--- src/rtl/spi_ctl_pkg.sv ---
package spi_ctl_pkg;
  localparam int BYTE_W = 8;

  localparam logic [1:0] A_CTRL = 2'd0;
  localparam logic [1:0] A_STAT = 2'd1;
  localparam logic [1:0] A_DATA = 2'd2;

  // control field positions
  localparam int C_IE   = 7;
  localparam int C_EN   = 6;
  localparam int C_SSO  = 5;
  localparam int C_MST  = 4;
  localparam int C_CPOL = 3;
  localparam int C_CPHA = 2;

  // status field positions
  localparam int S_DONE = 7;
  localparam int S_COLL = 6;
  localparam int S_FLT  = 4;

  // half of the serial clock period, in system clocks
  function automatic logic [4:0] half_period(input logic [1:0] rate);
    case (rate)
      2'd0:    half_period = 5'd1;
      2'd1:    half_period = 5'd2;
      2'd2:    half_period = 5'd8;
      default: half_period = 5'd16;
    endcase
  endfunction
endpackage

--- src/rtl/spi_ctl_sync.sv ---
module spi_ctl_sync #(
  parameter int W = 3,
  parameter int STAGES = 2,
  parameter logic [W-1:0] RST_VAL = '0
) (
  input  logic         clk,
  input  logic         rst,
  input  logic [W-1:0] d,
  output logic [W-1:0] q
);
  logic [W-1:0] stage [STAGES];

  always_ff @(posedge clk) begin
    if (rst) begin
      for (int i = 0; i < STAGES; i++) stage[i] <= RST_VAL;
    end else begin
      stage[0] <= d;
      for (int i = 1; i < STAGES; i++) stage[i] <= stage[i-1];
    end
  end

  assign q = stage[STAGES-1];
endmodule

--- src/rtl/spi_ctl_sckgen.sv ---
module spi_ctl_sckgen #(
  parameter int HALF_W = 5,
  parameter int EDGES  = 16
) (
  input  logic              clk,
  input  logic              rst,
  input  logic              start,
  input  logic              halt,
  input  logic              cpol,
  input  logic [HALF_W-1:0] half,
  output logic              sck,
  output logic              busy,
  output logic              lead,
  output logic              trail
);
  localparam int K_W = $clog2(EDGES);
  localparam logic [K_W-1:0] K_LAST = K_W'(EDGES - 1);

  logic [HALF_W-1:0] hcnt;
  logic [K_W-1:0]    k;
  logic              tick;

  assign tick  = busy && (hcnt == half - HALF_W'(1));
  assign lead  = tick && !k[0];
  assign trail = tick && k[0];

  always_ff @(posedge clk) begin
    if (rst) begin
      busy <= 1'b0;
      hcnt <= '0;
      k    <= '0;
      sck  <= 1'b0;
    end else if (halt) begin
      busy <= 1'b0;
      hcnt <= '0;
      k    <= '0;
      sck  <= cpol;
    end else if (start) begin
      busy <= 1'b1;
      hcnt <= '0;
      k    <= '0;
      sck  <= cpol;
    end else if (busy) begin
      if (tick) begin
        hcnt <= '0;
        sck  <= ~sck;
        k    <= k + K_W'(1);
        if (k == K_LAST) busy <= 1'b0;
      end else begin
        hcnt <= hcnt + HALF_W'(1);
      end
    end else begin
      sck <= cpol;
    end
  end
endmodule

--- src/rtl/spi_ctl_shift.sv ---
module spi_ctl_shift #(
  parameter int W = 8
) (
  input  logic         clk,
  input  logic         rst,
  input  logic         load,
  input  logic [W-1:0] load_val,
  input  logic         lead,
  input  logic         trail,
  input  logic         cpha,
  input  logic         din,
  input  logic         abort,
  output logic         dout,
  output logic         done,
  output logic [W-1:0] frame
);
  localparam int CNT_W = $clog2(W);
  localparam logic [CNT_W-1:0] LAST = CNT_W'(W - 1);

  logic [W-1:0]     sr;
  logic             held;
  logic [CNT_W-1:0] cnt;

  assign dout  = sr[W-1];
  assign done  = trail && !abort && !load && (cnt == LAST);
  assign frame = {sr[W-2:0], cpha ? din : held};

  always_ff @(posedge clk) begin
    if (rst) begin
      sr   <= '0;
      held <= 1'b0;
      cnt  <= '0;
    end else if (load) begin
      sr  <= load_val;
      cnt <= '0;
    end else if (abort) begin
      cnt <= '0;
    end else begin
      if (lead) begin
        if (!cpha)           held <= din;
        else if (cnt != '0)  sr   <= {sr[W-2:0], held};
      end
      if (trail) begin
        cnt <= (cnt == LAST) ? '0 : cnt + CNT_W'(1);
        if (!cpha)             sr   <= {sr[W-2:0], held};
        else if (cnt == LAST)  sr   <= {sr[W-2:0], din};
        else                   held <= din;
      end
    end
  end
endmodule

--- src/rtl/spi_ctl.sv ---
module spi_ctl
  import spi_ctl_pkg::*;
#(
  parameter int SYNC_STAGES = 2,
  parameter int HALF_W      = 5
) (
  input  logic              clk,
  input  logic              rst,
  input  logic [1:0]        reg_addr,
  input  logic              reg_wr,
  input  logic              reg_rd,
  input  logic [BYTE_W-1:0] reg_wdata,
  output logic [BYTE_W-1:0] reg_rdata,
  input  logic              irq_mask,
  output logic              irq,
  input  logic              sck_in,
  output logic              sck_out,
  output logic              sck_oe,
  input  logic              mosi_in,
  output logic              mosi_out,
  output logic              mosi_oe,
  input  logic              miso_in,
  output logic              miso_out,
  output logic              miso_oe,
  input  logic              ss_n_in,
  output logic              ss_n_out,
  output logic              ss_oe
);
  logic [BYTE_W-1:0] ctrl, rxbuf, status;
  logic f_done, f_coll, f_flt;
  logic arm_done, arm_coll, arm_flt;

  logic en, mst, sso, cpol, cpha, ie;
  assign ie   = ctrl[C_IE];
  assign en   = ctrl[C_EN];
  assign sso  = ctrl[C_SSO];
  assign mst  = ctrl[C_MST];
  assign cpol = ctrl[C_CPOL];
  assign cpha = ctrl[C_CPHA];

  // synchronized slave-side pins: {select, data, clock}
  logic ss_s, mosi_s, sck_s, ss_d, sck_d;
  spi_ctl_sync #(.W(3), .STAGES(SYNC_STAGES), .RST_VAL(3'b100)) u_sync (
    .clk(clk), .rst(rst),
    .d({ss_n_in, mosi_in, sck_in}),
    .q({ss_s, mosi_s, sck_s})
  );

  always_ff @(posedge clk) begin
    if (rst) begin
      ss_d  <= 1'b1;
      sck_d <= 1'b0;
    end else begin
      ss_d  <= ss_s;
      sck_d <= sck_s;
    end
  end

  logic slave, s_sel, s_rise, s_fall, s_lead, s_trail;
  assign slave   = en && !mst;
  assign s_sel   = slave && !ss_s;
  assign s_rise  = sck_s && !sck_d;
  assign s_fall  = !sck_s && sck_d;
  assign s_lead  = s_sel && (cpol ? s_fall : s_rise);
  assign s_trail = s_sel && (cpol ? s_rise : s_fall);

  // register access decode
  logic wr_ctrl, rd_stat, wr_data, data_acc;
  assign wr_ctrl  = reg_wr && (reg_addr == A_CTRL);
  assign rd_stat  = reg_rd && (reg_addr == A_STAT);
  assign wr_data  = reg_wr && (reg_addr == A_DATA);
  assign data_acc = (reg_wr || reg_rd) && (reg_addr == A_DATA);

  logic fault, m_busy, busy, coll, load, start, halt;
  assign fault = en && mst && !sso && !ss_s;
  assign busy  = (en && mst && m_busy) || s_sel;
  assign coll  = wr_data && busy;
  assign load  = wr_data && !busy;
  assign start = load && en && mst && !fault;
  assign halt  = fault || !(en && mst);

  logic m_lead, m_trail, sck_q;
  spi_ctl_sckgen #(.HALF_W(HALF_W), .EDGES(2 * BYTE_W)) u_sckgen (
    .clk(clk), .rst(rst), .start(start), .halt(halt), .cpol(cpol),
    .half(HALF_W'(half_period(ctrl[1:0]))),
    .sck(sck_q), .busy(m_busy), .lead(m_lead), .trail(m_trail)
  );

  logic sh_dout, sh_done, sh_abort;
  logic [BYTE_W-1:0] sh_frame;
  assign sh_abort = fault || (slave && ss_s && !ss_d);

  spi_ctl_shift #(.W(BYTE_W)) u_shift (
    .clk(clk), .rst(rst), .load(load), .load_val(reg_wdata),
    .lead(mst ? m_lead : s_lead), .trail(mst ? m_trail : s_trail),
    .cpha(cpha), .din(mst ? miso_in : mosi_s), .abort(sh_abort),
    .dout(sh_dout), .done(sh_done), .frame(sh_frame)
  );

  always_comb begin
    status         = '0;
    status[S_DONE] = f_done;
    status[S_COLL] = f_coll;
    status[S_FLT]  = f_flt;
  end

  always_ff @(posedge clk) begin
    if (rst) begin
      ctrl      <= '0;
      rxbuf     <= '0;
      f_done    <= 1'b0;
      f_coll    <= 1'b0;
      f_flt     <= 1'b0;
      arm_done  <= 1'b0;
      arm_coll  <= 1'b0;
      arm_flt   <= 1'b0;
      reg_rdata <= '0;
      irq       <= 1'b0;
    end else begin
      if (fault) begin
        ctrl[C_EN]  <= 1'b0;
        ctrl[C_MST] <= 1'b0;
      end else if (wr_ctrl) begin
        ctrl <= reg_wdata;
      end

      if (sh_done) rxbuf <= sh_frame;

      if (sh_done)                     f_done <= 1'b1;
      else if (data_acc && arm_done)   f_done <= 1'b0;
      if (coll)                        f_coll <= 1'b1;
      else if (data_acc && arm_coll)   f_coll <= 1'b0;
      if (fault)                       f_flt  <= 1'b1;
      else if (wr_ctrl && arm_flt)     f_flt  <= 1'b0;

      if (rd_stat) begin
        arm_done <= f_done;
        arm_coll <= f_coll;
      end else if (data_acc) begin
        arm_done <= 1'b0;
        arm_coll <= 1'b0;
      end
      if (rd_stat)      arm_flt <= f_flt;
      else if (wr_ctrl) arm_flt <= 1'b0;

      if (reg_rd) begin
        case (reg_addr)
          A_CTRL:  reg_rdata <= ctrl;
          A_STAT:  reg_rdata <= status;
          A_DATA:  reg_rdata <= rxbuf;
          default: reg_rdata <= '0;
        endcase
      end

      irq <= ie && !irq_mask && (f_done || f_flt);
    end
  end

  assign sck_out  = sck_q;
  assign sck_oe   = en && mst;
  assign mosi_out = sh_dout;
  assign mosi_oe  = en && mst;
  assign miso_out = sh_dout;
  assign miso_oe  = s_sel;
  assign ss_oe    = sso;
  assign ss_n_out = !(mst && m_busy);
endmodule

--- config.mk ---
export PLATFORM = sky130hd
export DESIGN_NAME = spi_ctl
export DESIGN_NICKNAME = d
export VERILOG_FILES = /design/src/rtl/spi_ctl_pkg.sv /design/src/rtl/spi_ctl_sync.sv /design/src/rtl/spi_ctl_sckgen.sv /design/src/rtl/spi_ctl_shift.sv /design/src/rtl/spi_ctl.sv
export SDC_FILE = /design/constraint.sdc
export NUM_CORES = 1
export LEC_CHECK = 0
export ABC_AREA = 1
export ABC_CLOCK_PERIOD_IN_PS = 4600
export BUFFER_PORTS_ARGS = -buffer_cell sky130_fd_sc_hd__buf_4
export CAP_MARGIN = 10
export CORE_MARGIN = 2
export CORE_UTILIZATION = 25
export DETAILED_ROUTE_END_ITERATION = 8
export GPL_ROUTABILITY_DRIVEN = 0
export SYNTH_ARGS = -nofsm -noshare
export SYNTH_HDL_FRONTEND = slang
export SYNTH_SLANG_ARGS = --single-unit
--- constraint.sdc ---
create_clock -name clk -period 4.6 [get_ports clk]
set_input_delay 0.46 -clock clk [delete_from_list [all_inputs] [get_ports clk]]
set_output_delay 0.46 -clock clk [all_outputs]
set_load 0.1 [all_outputs]
==> impl_results.md <==
- Mapped Nets: 509
- Number of synthesis warnings: 0
- Area of the mapped netlist: 3290 um^2
- M1 GR Usage: 14.3%
- WL per Instance: 12.8 um
- Final nets: 540
- Die extent in y: 119 um
- Relative slew margins: 64.2%
- Lkg Pwr: 1.68 nW
- Sw Ratio: 25.9%
- WS Path Type: register to register
- RSZ-0062 raised after global routing: no
- Critical Path Source Type: register
- Detailed Route WL: 8830 um
- Final worst setup slack: 2220 ps
- Via count: 3231
- H-tree Lvls: 3
- CP required: 4860 ps
- # diodes: 0
- Met3 usage: 4.30%
- Antenna violations before repair: 0
- Cell count after synthesis: 484
- HPWL after DPL: 6550 um
- Share of cells above drive strength 1: 15.0%
- Hold Path Class: input port to register
- Worst Skew: 6.79 ps
- GRT Resource Usage Total: 13.1%
- First-pass GRT wire length: 14500 um
- Highest Clock Rate: 421 MHz
- Seq pwr share: 38.2%
- Cell Pwr Density: 372 nW/um^2
- # Post-CTS Setup Buffers: 0
- Clock power frac: 50.5%
- Syn Area/Cell: 6.79 um^2
- CTS root buf: clkbuf_16
- CP arrival: 2640 ps
- Cell Int Power: 1.11 mW
- Vias per cell: 4.67
- GRT met2 Usage: 22.2%
- Combinational share of power: 11.3%
- Max-Cap Viols: 0
- Slew Limit Fails: 0
- Final Non-Filler Cells: 692
- Max VDD drop: 171 uV
- Clock transition at path regs: 60 ps
- DR DRC count: 0
- FF+latch count, synth: 62
- Core area: 12700 um^2
- Net Switching: 0.387 mW
- PostCTS Resize Cnt: 0
- Setup tns final: 0 ps
- Worst-path fanout max: 9
- Pre-CTS WS: 2270 ps
- CTS Sinks: 62
- Final setup violation count: 0
- Largest net degree at the start of global routing: 37
- Min Clock Period, post-route: 2380 ps
- Final Hold Violating Endpoints: 0
- Gr busiest metal: met2
- Status: complete, no violations
- TritonCTS clock tree: done
- Die W: 119 um
- TritonRoute pass-1 iters: 4
- Post-CTS Hold Buffers: 0
- I/O pin cnt: 36
- CTS buffer count: 9
- Worst skew pair latency: 340 ps
- Iter 0 DRT Violations: 280
- Die area: 14100 um^2
- Layout Area Growth over Synthesis: 22.2%
- Remaining antenna violation count: 0
- Total gr overflow: 0
- IO buf count: 35
- Placed Cells: 676
- Yosys cell types: 38
- Worst Tran Pin Value: 534 ps
- Crit end category: register
- Post-synthesis sequential area ratio: 37.8%
- Initial Utilization: 25.8%
- Tot Pwr: 1.49 mW
- Period utilization: 51.7%
- # rows: 41
- Clock Tree Buf Depth: 2
- Number of global-route vias before repair: 3006
==> Yosys cell counts, drive strengths merged <==
library cell  instances  area share (%)
a211oi                1            0.23
a21oi                38             5.8
a31oi                 1            0.19
buf                   6             1.5
clkbuf                9             1.0
clkinv                3            0.49
dfxtp                62              38
ha                    6             2.3
inv                  74             8.5
mux2i                 1            0.30
nand2               114              14
nand3                36             6.3
nand3b                1            0.23
nand4                12             2.7
nor2                 47             5.9
nor3                  4            0.76
nor4                  2            0.38
o211a                 1            0.30
o211ai                1            0.23
o21ai                50             7.6
o221a                 1            0.34
o221ai                3            0.80
o22ai                 4            0.76
or2                   4            0.76
xor2                  3            0.80
==> through the flow <==
step	util, %	area, um^2	hold slack [ps]
after floorplan	-	3290	388
after global placement	28.9	3680	392
after detailed placement	28.9	3680	393
after CTS	31.6	4020	277
after global routing	31.6	4020	287
final	31.6	4020	286
==> metal layers <==
layer,share of wire (%),up-vias
li1,-,1634
met1,43,1490
met2,48,82
met3,5.2,25
met4,4.0,0
met5,0,-
==> power groups by stage <==
| stage | Clock (mW) | Sequential (mW) | Combinational (mW) |
|---|---|---|---|
| after CTS | 0.768 | 0.571 | 0.167 |
| final | 0.755 | 0.571 | 0.168 |
| after detailed placement | 0 | 0.582 | 0.167 |
| after floorplan | 0 | 0.599 | 0.103 |
| after global routing | 0.791 | 0.573 | 0.185 |
| after global placement | 0 | 0.582 | 0.166 |
==> final cells by class <==
class | count | area (um^2)
fillers | 1411 | 8710
multi-input cells | 330 | 1670
flip-flops and latches | 62 | 1240
inverters | 77 | 294
repair buffers | 35 | 263
clock buffers | 11 | 253
well taps | 172 | 215
clock inverters | 5 | 81.3
==> sequential cells by signal, indices dropped and copies added (netlist names), 3 cells and up <==
signal	cells
u_shift.cnt	3
u_shift.sr	8
reg_rdata	8
ctrl	8
u_sckgen.k	4
rxbuf	8
u_sync.stage	6
u_sckgen.hcnt	5
==> worst max-delay path: stages, from the launching register on <==
cell and delay [ps]:
dfxtp_1 320, inv_1 180, nand2_1 90, ha_1 300, inv_1 50, nand2_1 60, nand3_1 100, nor2_4 230
nand3_2 260, nand2_2 270, nand2_1 80, nand2_1 60, inv_1 40, nand2_1 50, nand3_1 80, a21oi_1 140
==> logic make-up (layout without fill, tap and decap cells) <==
logic type | after synthesis | count (layout) | synth area share, %
AO/OA/AOI/OAI | 100 | 100 | 16.3
XOR/XNOR | 3 | 3 | 0.800
adder cells (fa/ha/maj) | 6 | 6 | 2.28
buffers and inverters | 92 | 128 | 11.5
flip-flops | 62 | 62 | 37.8
multiplexers | 1 | 1 | 0.305
AND/OR/NAND/NOR | 220 | 220 | 31.1
==> path summary, 6_finish.rpt <==
check	cells past startpoint	slack (ps)	to	from
worst max-delay path	15	2220	u_shift.sr[7]$_SDFFE_PP0P_	ctrl[1]$_SDFFE_PP0P_
worst min-delay path	2	290	irq$_SDFF_PP0_	irq_mask
worst max register to register	15	2220	u_shift.sr[7]$_SDFFE_PP0P_	ctrl[1]$_SDFFE_PP0P_
worst min register to register	1	400	u_sync.stage[0][5]$_SDFF_PP1_	u_sync.stage[0][2]$_SDFF_PP1_
==> cells in the final DEF (no fill, tap or decap), types with 5 or more instances in the layout <==
| cell | count |
|---|---|
| a21oi_1 | 38 |
| buf_4 | 35 |
| clkbuf_16 | 9 |
| dfxtp_1 | 62 |
| ha_1 | 6 |
| inv_1 | 69 |
| inv_2 | 5 |
| nand2_1 | 107 |
| nand3_1 | 32 |
| nand4_1 | 11 |
| nor2_1 | 44 |
| o21ai_0 | 49 |
Power figures use the tool's default switching activity.
